File: src/rtl/svp_locator_pkg.sv
package svp_locator_pkg;
  typedef enum logic [1:0] {
    ST_IDLE  = 2'd0,
    ST_START = 2'd1,
    ST_WAIT  = 2'd2
  } svp_state_e;

  localparam int SEC_W = 3;
  localparam int SUB_W = 3;
  localparam int N_CH  = 2;
endpackage

File: src/rtl/svp_sector_sel.sv
module svp_sector_sel #(
  parameter int W  = 16,
  parameter int F  = 15,
  parameter int NW = W + F + 3
) (
  input  logic signed [W-1:0]  v_alpha,
  input  logic signed [W-1:0]  v_beta,
  output logic [2:0]           sector,
  output logic [NW-2:0]        n1,
  output logic [NW-2:0]        n2
);
  localparam int NU = NW - 1;
  localparam longint ROOT3_Q = longint'(1.7320508075688772 * (2.0 ** F));
  localparam logic signed [NW-1:0] KX = NW'(longint'(3) << F);
  localparam logic signed [NW-1:0] KY = NW'(ROOT3_Q);

  logic signed [NW-1:0] ax, by, tx, ty, pa, pb, pc;

  assign ax = NW'(v_alpha);
  assign by = NW'(v_beta);
  assign tx = ax * KX;
  assign ty = by * KY;
  assign pa = ty + ty;
  assign pb = tx - ty;
  assign pc = tx + ty;

  // Half-open 60-degree wedges decided from the signs of three projections
  always_comb begin
    sector = 3'd1;
    n1     = '0;
    n2     = '0;
    if (pb > 0 && pa >= 0) begin
      sector = 3'd1; n1 = NU'(pb);  n2 = NU'(pa);
    end else if (pc > 0 && pb <= 0) begin
      sector = 3'd2; n1 = NU'(pc);  n2 = NU'(-pb);
    end else if (pa > 0 && pc <= 0) begin
      sector = 3'd3; n1 = NU'(pa);  n2 = NU'(-pc);
    end else if (pb < 0 && pa <= 0) begin
      sector = 3'd4; n1 = NU'(-pb); n2 = NU'(-pa);
    end else if (pc < 0 && pb >= 0) begin
      sector = 3'd5; n1 = NU'(-pc); n2 = NU'(pb);
    end else if (pa < 0 && pc >= 0) begin
      sector = 3'd6; n1 = NU'(-pa); n2 = NU'(pc);
    end
  end
endmodule

File: src/rtl/svp_divider.sv
module svp_divider #(
  parameter int PW = 49,
  parameter int DW = 31
) (
  input  logic          clk,
  input  logic          rst_n,
  input  logic          start,
  input  logic [PW-1:0] dividend,
  input  logic [DW-1:0] divisor,
  output logic [PW-1:0] quotient,
  output logic          done
);
  localparam int CNTW = $clog2(PW + 1);
  localparam logic [CNTW-1:0] LAST = CNTW'(PW);

  logic [DW:0]     rem_q, rem_d, rem_sh;
  logic [PW-1:0]   quo_q, quo_d;
  logic [CNTW-1:0] cnt_q, cnt_d;
  logic            run_q, run_d;
  logic            step_en, fits;

  assign rem_sh  = {rem_q[DW-1:0], quo_q[PW-1]};
  assign fits    = rem_sh >= {1'b0, divisor};
  assign step_en = run_q && (cnt_q != LAST);

  always_comb begin
    rem_d = rem_q;
    quo_d = quo_q;
    cnt_d = cnt_q;
    run_d = run_q;
    if (start) begin
      rem_d = '0;
      quo_d = dividend;
      cnt_d = '0;
      run_d = 1'b1;
    end else if (step_en) begin
      rem_d = fits ? (rem_sh - {1'b0, divisor}) : rem_sh;
      quo_d = {quo_q[PW-2:0], fits};
      cnt_d = cnt_q + 1'b1;
    end
  end

  always_ff @(posedge clk or negedge rst_n) begin
    if (!rst_n) begin
      rem_q <= '0;
      quo_q <= '0;
      cnt_q <= '0;
      run_q <= 1'b0;
    end else if (start || step_en) begin
      rem_q <= rem_d;
      quo_q <= quo_d;
      cnt_q <= cnt_d;
      run_q <= run_d;
    end
  end

  assign quotient = quo_q;
  assign done     = run_q && (cnt_q == LAST);
endmodule

File: src/rtl/svp_dwell_calc.sv
module svp_dwell_calc #(
  parameter int NU = 33,
  parameter int DW = 31,
  parameter int PW = 49,
  parameter int TW = 16
) (
  input  logic [NU-1:0] n1,
  input  logic [NU-1:0] n2,
  input  logic [DW-1:0] dvs,
  input  logic [PW-1:0] q1,
  input  logic [PW-1:0] q2,
  input  logic [TW-1:0] ts,
  output logic [2:0]    sub,
  output logic [TW-1:0] t0,
  output logic [TW-1:0] t1,
  output logic [TW-1:0] t2
);
  localparam int CW = NU + 1;
  localparam int EW = TW + 3;

  logic [CW-1:0] n1e, n2e, de, nsum;
  logic          ge1, ge2;
  logic [TW:0]   ts2, qc1, qc2;
  logic signed [EW-1:0] tse, qe1, qe2, e0, e2;
  logic [TW-1:0] s0, s2, s2f;

  assign n1e  = CW'(n1);
  assign n2e  = CW'(n2);
  assign de   = CW'(dvs);
  assign nsum = n1e + n2e;
  assign ge1  = n1e >= de;
  assign ge2  = n2e >= de;

  // Triangle choice inside the sector
  always_comb begin
    if (ge1 && ge2)      sub = (n1e >= n2e) ? 3'd3 : 3'd4;
    else if (ge1)        sub = 3'd3;
    else if (ge2)        sub = 3'd4;
    else if (nsum < de)  sub = 3'd1;
    else                 sub = 3'd2;
  end

  assign ts2 = {ts, 1'b0};
  assign qc1 = (q1 > PW'(ts2)) ? ts2 : q1[TW:0];
  assign qc2 = (q2 > PW'(ts2)) ? ts2 : q2[TW:0];
  assign tse = $signed({3'b000, ts});
  assign qe1 = $signed({2'b00, qc1});
  assign qe2 = $signed({2'b00, qc2});

  always_comb begin
    case (sub)
      3'd2:    begin e0 = tse - qe2; e2 = tse - qe1; end
      3'd3:    begin e0 = qe1 - tse; e2 = qe2;       end
      3'd4:    begin e0 = qe1;       e2 = qe2 - tse; end
      default: begin e0 = qe1;       e2 = qe2;       end
    endcase
  end

  function automatic logic [TW-1:0] clamp_ts(input logic signed [EW-1:0] v,
                                             input logic signed [EW-1:0] lim);
    if (v < 0)        return '0;
    else if (v > lim) return lim[TW-1:0];
    else              return v[TW-1:0];
  endfunction

  assign s0  = clamp_ts(e0, tse);
  assign s2  = clamp_ts(e2, tse);
  assign s2f = (({1'b0, s0} + {1'b0, s2}) > {1'b0, ts}) ? (ts - s0) : s2;
  assign t0  = s0;
  assign t2  = s2f;
  assign t1  = ts - s0 - s2f;
endmodule

File: src/rtl/svp_locator.sv
module svp_locator #(
  parameter int W  = 16,
  parameter int VW = 16,
  parameter int TW = 16,
  parameter int F  = 15
) (
  input  logic                 clk,
  input  logic                 rst_n,
  input  logic                 smp_valid,
  output logic                 smp_ready,
  input  logic signed [W-1:0]  v_alpha,
  input  logic signed [W-1:0]  v_beta,
  input  logic [VW-1:0]        vdc,
  input  logic [TW-1:0]        ts,
  output logic                 res_valid,
  input  logic                 res_ack,
  output logic [2:0]           sector,
  output logic [2:0]           subsector,
  output logic [TW-1:0]        dwell0,
  output logic [TW-1:0]        dwell1,
  output logic [TW-1:0]        dwell2
);
  import svp_locator_pkg::*;

  localparam int NW  = W + F + 3;
  localparam int NU  = NW - 1;
  localparam int PW  = NU + TW;
  localparam int DW  = VW + F;
  localparam int LAT = PW + 2;

  // Reset: asserted at once, released through two flops
  logic [1:0] rsync_q;
  logic       rst_int_n;
  always_ff @(posedge clk or negedge rst_n) begin
    if (!rst_n) rsync_q <= 2'b00;
    else        rsync_q <= {rsync_q[0], 1'b1};
  end
  assign rst_int_n = rsync_q[1];

  // Sector and rotated components from the live inputs
  logic [2:0]    sec_c;
  logic [NU-1:0] n1_c, n2_c;
  svp_sector_sel #(.W(W), .F(F), .NW(NW)) sel_i (
    .v_alpha (v_alpha),
    .v_beta  (v_beta),
    .sector  (sec_c),
    .n1      (n1_c),
    .n2      (n2_c)
  );

  // Captured operands
  svp_state_e    state_q, state_d;
  logic [2:0]    sec_q;
  logic [NU-1:0] n_q [N_CH];
  logic [TW-1:0] ts_q;
  logic [DW-1:0] dvs_q;
  logic          cap_en, out_en, start_div, all_done;
  logic          rv_q, rv_d;

  assign smp_ready = (state_q == ST_IDLE) && !rv_q;
  assign cap_en    = smp_valid && smp_ready;
  assign start_div = (state_q == ST_START);

  always_ff @(posedge clk or negedge rst_int_n) begin
    if (!rst_int_n) begin
      sec_q   <= '0;
      n_q[0]  <= '0;
      n_q[1]  <= '0;
      ts_q    <= '0;
      dvs_q   <= '0;
    end else if (cap_en) begin
      sec_q   <= sec_c;
      n_q[0]  <= n1_c;
      n_q[1]  <= n2_c;
      ts_q    <= ts;
      dvs_q   <= {vdc, {F{1'b0}}};
    end
  end

  // Two identical bit-serial dividers, one per sector edge
  logic [PW-1:0] quo [N_CH];
  logic [N_CH-1:0] done_v;
  for (genvar g = 0; g < N_CH; g++) begin : g_div
    logic [PW-1:0] num;
    assign num = PW'(n_q[g]) * PW'(ts_q);
    svp_divider #(.PW(PW), .DW(DW)) div_i (
      .clk      (clk),
      .rst_n    (rst_int_n),
      .start    (start_div),
      .dividend (num),
      .divisor  (dvs_q),
      .quotient (quo[g]),
      .done     (done_v[g])
    );
  end
  assign all_done = &done_v;

  // Triangle and dwell arithmetic on the quotients
  logic [2:0]    sub_c;
  logic [TW-1:0] t0_c, t1_c, t2_c;
  svp_dwell_calc #(.NU(NU), .DW(DW), .PW(PW), .TW(TW)) dwell_i (
    .n1  (n_q[0]),
    .n2  (n_q[1]),
    .dvs (dvs_q),
    .q1  (quo[0]),
    .q2  (quo[1]),
    .ts  (ts_q),
    .sub (sub_c),
    .t0  (t0_c),
    .t1  (t1_c),
    .t2  (t2_c)
  );

  // Control next state
  always_comb begin
    state_d = state_q;
    out_en  = 1'b0;
    case (state_q)
      ST_IDLE:  if (cap_en) state_d = ST_START;
      ST_START: state_d = ST_WAIT;
      ST_WAIT: begin
        if (all_done) begin
          state_d = ST_IDLE;
          out_en  = 1'b1;
        end
      end
      default:  state_d = ST_IDLE;
    endcase
    if (out_en)       rv_d = 1'b1;
    else if (res_ack) rv_d = 1'b0;
    else              rv_d = rv_q;
  end

  always_ff @(posedge clk or negedge rst_int_n) begin
    if (!rst_int_n) begin
      state_q <= ST_IDLE;
      rv_q    <= 1'b0;
    end else begin
      state_q <= state_d;
      rv_q    <= rv_d;
    end
  end

  // Result registers
  logic [2:0]    sec_o, sub_o;
  logic [TW-1:0] t0_o, t1_o, t2_o;
  always_ff @(posedge clk or negedge rst_int_n) begin
    if (!rst_int_n) begin
      sec_o <= '0;
      sub_o <= '0;
      t0_o  <= '0;
      t1_o  <= '0;
      t2_o  <= '0;
    end else if (out_en) begin
      sec_o <= sec_q;
      sub_o <= sub_c;
      t0_o  <= t0_c;
      t1_o  <= t1_c;
      t2_o  <= t2_c;
    end
  end

  assign res_valid = rv_q;
  assign sector    = sec_o;
  assign subsector = sub_o;
  assign dwell0    = t0_o;
  assign dwell1    = t1_o;
  assign dwell2    = t2_o;
endmodule

File: config.mk
export PLATFORM = sky130hd
export DESIGN_NAME = svp_locator
export DESIGN_NICKNAME = d
export VERILOG_FILES = /design/src/rtl/svp_locator_pkg.sv /design/src/rtl/svp_sector_sel.sv /design/src/rtl/svp_divider.sv /design/src/rtl/svp_dwell_calc.sv /design/src/rtl/svp_locator.sv
export SDC_FILE = /design/constraint.sdc
export NUM_CORES = 2
export LEC_CHECK = 0
export BUFFER_PORTS_ARGS = -buffer_cell sky130_fd_sc_hd__buf_2
export CORE_ASPECT_RATIO = 1.2
export CORE_MARGIN = 2
export CORE_UTILIZATION = 50
export DETAILED_ROUTE_END_ITERATION = 8
export GPL_TIMING_DRIVEN = 0
export HOLD_SLACK_MARGIN = 0.12
export PLACE_DENSITY = 0.63
export SLEW_MARGIN = 20
export SYNTH_ARGS = -nofsm -noshare
export SYNTH_HDL_FRONTEND = slang
export SYNTH_HIERARCHICAL = 1
export SYNTH_SLANG_ARGS = --single-unit
File: constraint.sdc
create_clock -name clk -period 11.43 [get_ports clk]
set_input_delay 2.8575 -clock clk [delete_from_list [all_inputs] [get_ports clk]]
set_output_delay 2.8575 -clock clk [all_outputs]
set_load 0.05 [all_outputs]
After elaboration in Yosys (flattened, before gate mapping)
Cells that the tools add are included.

Add/subtract/negate cells: 18. Multipliers: 4. $lt $le $gt $ge: 25. Equality and inequality tests: 11. Multiplexer cells: 53. Reductions and logical operators: 26.

Operators with widths (count): 33-bit 2-to-1 mux (12); 49-bit 2-to-1 mux (4); 31-bit 2-to-1 mux (6); 34-bit by 1-bit greater-or-equal comparator with 1-bit output (second input constant) (3); 34-bit by 1-bit > comparator with 1-bit output (second input constant) (3); 34-bit by 1-bit <= comparator with 1-bit output (second input constant) (3); 34-bit by 1-bit less-than comparator with 1-bit output (second input constant) (3); 33-bit negation (3); 49-bit by 17-bit > comparator with 1-bit output (2); 33-bit by 16-bit multiplier with 49-bit output (2); 16-bit 2-to-1 mux (5); 19-bit case mux with 2 select lines (2); 33-bit by 33-bit adder with 34-bit output (2); 33-bit by 31-bit greater-or-equal comparator with 1-bit output (2); 32-bit by 31-bit greater-or-equal comparator with 1-bit output (2); 31-bit subtractor (2); 19-bit by 17-bit > comparator with 1-bit output (2); 19-bit by 1-bit less-than comparator with 1-bit output (second input constant) (2); 16-bit by 17-bit subtractor with 18-bit output (2); 17-bit by 16-bit subtractor with 18-bit output (2); 34-bit by 33-bit adder with 34-bit output (1); 34-bit by 31-bit less-than comparator with 1-bit output (1); 17-bit 2-to-1 mux (2); 34-bit by 33-bit subtractor with 34-bit output (1); other kinds (25) (68).

Register bits after elaboration: 334. Output and inout bits: 56.

Longest topological paths before layout
Depth after elaboration: 15. Gate-level depth with buffers: 83.

By module
The synthesis kept the hierarchy.

Modules (own cells, without submodules): svp_locator (instances 1, cells an instance 4242, area an instance 39374.0 um^2, sequential area each 4003.8 um^2); svp_sector_sel (instances 1, cells an instance 1849, area an instance 13819.5 um^2, sequential area each 0.0 um^2); svp_dwell_calc (instances 1, cells an instance 1891, area an instance 13575.5 um^2, sequential area each 0.0 um^2); svp_divider (instances 2, cells an instance 709, area an instance 6209.7 um^2, sequential area each 2177.1 um^2).

Least setup slack after synthesis
Ideal clock, no wire load.

Path kind: flip-flop to flip-flop. Start point: register n_q[33] in the netlist's numbering. End point: register t1_o[15] (netlist: dwell1[15]). Setup time: 125 ps. Data arrival time: 13763 ps. Required time: 11305 ps. Setup slack: -2457 ps. Stages on the path, launching flop included: 80. Path buffers: 6. Cell sequence: dfrtp_1 > ha_1 > fa_1 > nor2b_1 > o211ai_1 > a31oi_1 > a311oi_2 > o21bai_1 > a21oi_1 > o21bai_1 > a21oi_1 > nor2_1 > nor2_1 > nor2_1 > nor2_1 > xnor2_1 > ha_1 > nand3_1 > [... 44 more ...] > mux2i_1 > ha_1 > nor2b_1 > o21ai_0 > a21boi_0 > o21ai_0 > a21boi_0 > o21ai_0 > a21boi_0 > o21ai_0 > a21boi_0 > o21ai_0 > nand2b_1 > a21o_1 > a21oi_1 > o21ai_0 > xnor2_1 > mux2_2.

Longest elaborated chain between the ends: 15. Elaborated cells between the ends (all ways): 28.

Ends and longest elaborated chain: start: declaration (RTL line svp_locator.sv:54) `logic [NU-1:0] n_q [N_CH];`; 33-bit by 33-bit adder with 34-bit output (RTL line svp_dwell_calc.sv:30) `assign nsum = n1e + n2e;`; 34-bit by 31-bit less-than comparator with 1-bit output (RTL line svp_dwell_calc.sv:39) `else if (nsum < de) sub = 3'd1;`; 2-bit 2-to-1 mux (RTL line svp_dwell_calc.sv:39); 3-bit 2-to-1 mux (RTL line svp_dwell_calc.sv:38) `else if (ge2) sub = 3'd4;`; 3-bit 2-to-1 mux (RTL line svp_dwell_calc.sv:37) `else if (ge1) sub = 3'd3;`; 3-bit 2-to-1 mux (*) (RTL line svp_dwell_calc.sv:36) `if (ge1 && ge2) sub = (n1e >= n2e) ? 3'd3 : 3'd4;`; 3-bit by 2-bit == test with 1-bit output (RTL line svp_dwell_calc.sv:51) `case (sub)`; 19-bit case mux with 2 select lines (*) (RTL line svp_dwell_calc.sv:51); 19-bit by 17-bit > comparator with 1-bit output (RTL line svp_dwell_calc.sv:62) `else if (v > lim) return lim[TW-1:0];`; 16-bit 2-to-1 mux (RTL line svp_dwell_calc.sv:62); 16-bit 2-to-1 mux (*) (RTL line svp_dwell_calc.sv:61) `if (v < 0) return '0;`; net t0_c[4] (RTL line svp_locator.sv:100) `logic [TW-1:0] t0_c, t1_c, t2_c;`; 16-bit by 16-bit adder with 17-bit output (RTL line svp_dwell_calc.sv:68) `assign s2f = (({1'b0, s0} + {1'b0, s2}) > {1'b0, ts}) ? (ts - s0) : s2;`; 17-bit by 16-bit > comparator with 1-bit output (RTL line svp_dwell_calc.sv:68); 16-bit 2-to-1 mux (RTL line svp_dwell_calc.sv:68); 16-bit subtractor (*) (RTL line svp_dwell_calc.sv:71) `assign t1 = ts - s0 - s2f;`; net t1_c[15] (RTL line svp_locator.sv:100); end signal: assignment (RTL line svp_locator.sv:158) `t1_o <= t1_c;`; end: declaration (RTL line svp_locator.sv:146) `logic [TW-1:0] t0_o, t1_o, t2_o;`.

Mark *: on every way through the listed nets, which the timed path passes. The rest lies on a longest branch. A chain may end at the register's enable or synchronous reset.

Final worst setup path
Start point: register ts_q[11]. End point: register t1_o[15] (netlist: dwell1[15]).

Longest elaborated chain between the ends: 11. Elaborated cells between the ends (all ways): 23.

Ends and longest elaborated chain: start: declaration (RTL line svp_locator.sv:55) `logic [TW-1:0] ts_q;`; start signal: assignment (RTL line svp_locator.sv:75) `ts_q <= ts;`; 49-bit by 17-bit > comparator with 1-bit output, on equally long branches (RTL line svp_dwell_calc.sv:44, svp_dwell_calc.sv:45); 17-bit 2-to-1 mux, on equally long branches (RTL line svp_dwell_calc.sv:44, svp_dwell_calc.sv:45); 17-bit by 16-bit subtractor with 18-bit output / 16-bit by 17-bit subtractor with 18-bit output (equally long branches) (RTL line svp_dwell_calc.sv:53, svp_dwell_calc.sv:52); 19-bit case mux with 2 select lines (RTL line svp_dwell_calc.sv:51); 19-bit by 17-bit > comparator with 1-bit output (RTL line svp_dwell_calc.sv:62); 16-bit 2-to-1 mux (RTL line svp_dwell_calc.sv:62); 16-bit 2-to-1 mux (*) (RTL line svp_dwell_calc.sv:61); net t0_c[7] (RTL line svp_locator.sv:100); 16-bit by 16-bit adder with 17-bit output (RTL line svp_dwell_calc.sv:68); 17-bit by 16-bit > comparator with 1-bit output (RTL line svp_dwell_calc.sv:68); 16-bit 2-to-1 mux (RTL line svp_dwell_calc.sv:68); 16-bit subtractor (*) (RTL line svp_dwell_calc.sv:71); net t1_c[15] (RTL line svp_locator.sv:100).

Marks and branches as above.

==> results.ini <==
[final_layout]
fin_nets=11900
drive_above_1_share_pct=15.4
final_area_um2=91200
stdcell_count=12100
area.growth.synth_to_final_pct=15.1

[global_route]
grt_use_total_pct=40.6
grt_pass1_vias=75600
grt_antenna_before_repair=23
grt_pass1_wl_mm=486
grt.overflow.total=0
grt_max_degree=55

[timing]
fmax_mhz=69.6
finalMaxSlewViolations=0
setup_viol=32
timing.final.crit_period_ns=14.37
finalClockSkew_ns=0.0351
hold_viol_final=0
worst_slew_pin_slew_ns=1.28
fin_crit_sh_pct=126
rsz0062_at_grt=true
fin_ws_ns=-2.94
maxSlewHeadroom_pct=14.6

[worst_hold_path]
min_to=rsync_q[1]$_DFF_PN0_
hold_depth=0
hold_start=rsync_q[0]$_DFF_PN0_
hp-class=register to register

[synth]
synth_warnings=6
post_synth.cell_area_avg_um2=8.42
synth_top_cell_area_share_pct=25.1
synthTopCellsByArea=fa_1 25%, ha_1 13%, dfrtp_1 11%
yosysSeqAreaShare_pct=10.6
ys_types=129
yosysTopAreaCell=fa_1
synth_edf_count=0
synth_area_um2=79200
ys_ff_latch=334
syn_inst=9400
synth_top_flop_cell=dfrtp_1
async_reset_ff_share_pct=100

[drt]
drt_iter0_drc=5899
drtAntennaViolNets=0
vias=74100
wl_mm=333
wl_per_cell_um=27.5
vias_per_cell=6.11
drc_errors=0
first_pass_iters=6

[floorplan]
die_x_um=367
die-area_um2=162000
die_h_um=440
ios=124
core_um2=158000
start_util_pct=50.1
row_count=160

[cts]
cts-root-buf=clkbuf_16
cts.reportedPaths.clkPinSlew_ns=0.07
numCtsBuffers=42
ctsLongestPathBuffers=3
hold_buffers=0
insertion_delay_ns=0.67
tritoncts=built
cts.sinks=334
cts_max_level=2

[setup_path]
reg2reg_depth=73
timing.rr.start=ts_q[11]$_DFFE_PN0P_
critPathCaptureType=register
path_buf_inv=13
crit_required_ns=11.97
cp_max_fo=10
arrival_ns=14.91
timing.rr.end=dwell1[15]$_DFFE_PN0P_
cp_top_family=compound AO/OA/AOI/OAI gates
start_kind=register
critPathMaxStageDelay_ns=0.60
crit_path_frequent_cell=o21ai_2
crit_path_top_delay_cell=dfrtp_4
r2r_slack_ns=-2.94
path_class=register to register

[status]
status=finished with violations
violations=negative setup slack

[placement]
pre_cts_ws_ns=-6.20
place.gp.congestion=1.05
place_area_um2=83300
placement.io_buffers=123
dp_cells=11700
hpwl_mm=262

[job]
cap_violations=0

[worst max-delay path by stage]
stage,end,cells past startpoint,startpoint
after floorplan,dwell1[14]$_DFFE_PN0P_,81,n_q[0]$_DFFE_PN0P_
after global placement,dwell1[14]$_DFFE_PN0P_,68,ts_q[15]$_DFFE_PN0P_
after detailed placement,dwell1[14]$_DFFE_PN0P_,68,ts_q[15]$_DFFE_PN0P_
after CTS,dwell1[15]$_DFFE_PN0P_,83,n_q[33]$_DFFE_PN0P_
after global routing,dwell1[15]$_DFFE_PN0P_,80,n_q[0]$_DFFE_PN0P_
final,dwell1[15]$_DFFE_PN0P_,73,ts_q[11]$_DFFE_PN0P_
[area by class of cell]
| type | count | area [µm²] |
|---|---|---|
| multi-input combinational | 7180 | 66600 |
| inverter | 1454 | 5540 |
| clock buffer | 52 | 1140 |
| fill | 14600 | 66800 |
| clock inverter | 26 | 362 |
| timing repair buffer | 496 | 3920 |
| antenna | 12 | 30.0 |
| buffer | 456 | 2470 |
| tap | 2106 | 2640 |
| sequential | 334 | 8490 |
[cell families after synthesis]
| logic type | count (synthesis) | synth area share, % |
|---|---|---|
| xor+xnor | 382 | 4.24 |
| simple gates | 2673 | 16.5 |
| mux | 345 | 4.74 |
| buf+inv | 1935 | 9.55 |
| other cells | 3 | 0.0142 |
| compound gates | 1906 | 16.2 |
| fa+ha+maj | 1822 | 38.2 |
| flops | 334 | 10.6 |
[cells in the mapped netlist (118+ instances only)]
master,instances
fa_1,994
dfrtp_1,334
a21o_1,178
o21ai_0,384
a21oi_1,514
and2_1,471
a211oi_1,136
nand2_1,1034
mux2_2,164
xor2_1,118
inv_1,1449
clkbuf_1,393
xnor2_1,263
nor3_1,133
mux2i_1,164
nor2_1,414
ha_1,828
[metrics by stage]
stage / util [%] / TNS [ns] / hold slack, ns
finish: 57.7 / -46.85 / 0.352
global route: 57.7 / -60.35 / 0.365
CTS: 56.1 / -42.08 / 0.356
detailed placement: 52.7 / -375.21 / 0.341
global placement: 52.5 / -1504.77 / 0.334
floorplan: - / -6.87 / 0.331
[flip-flops by register name, indices dropped and copies added (netlist names), 3 cells and up]
signal	flops
sector	3
sec_q	3
n_q	66
dvs_q	16
dwell1	16
dwell0	16
ts_q	16
g_div.div_i/quotient	98
g_div.div_i/cnt_q	12
subsector	3
g_div.div_i/rem_q	62
dwell2	16
[routing by layer]
layer	GRT usage [%]	vias to the layer above	part of all wire, %
li1	-	32400	-
met1	42.4	36800	34
met2	69.3	3386	47
met3	8.26	1384	7.5
met4	36.5	14	11
met5	0	-	0.030
[timing repair]
action / 4_1_cts / 5_1_grt
endpoints found under the setup margin: 97 / 97
pin swaps: 134 / 175
buffers inserted: 225 / 154
gates resized for setup: 552 / 358
gates cloned: 2 / 1
[layout by cell type (no fill, tap or decap), types with 155 or more instances in the layout]
cell type     n
o21ai_0     332
buf_4       339
nand2_1    1015
clkbuf_1    281
inv_1      1412
nor2_1      397
xnor2_1     246
fa_1        990
and2_1      467
dfrtp_1     273
ha_1        771
a21oi_1     454
a21o_1      177
mux2i_1     155
buf_2       155
Power is left out: the tool's default activity adds up to more than one toggle a clock period on the data nets, which glitch-free logic cannot reach.
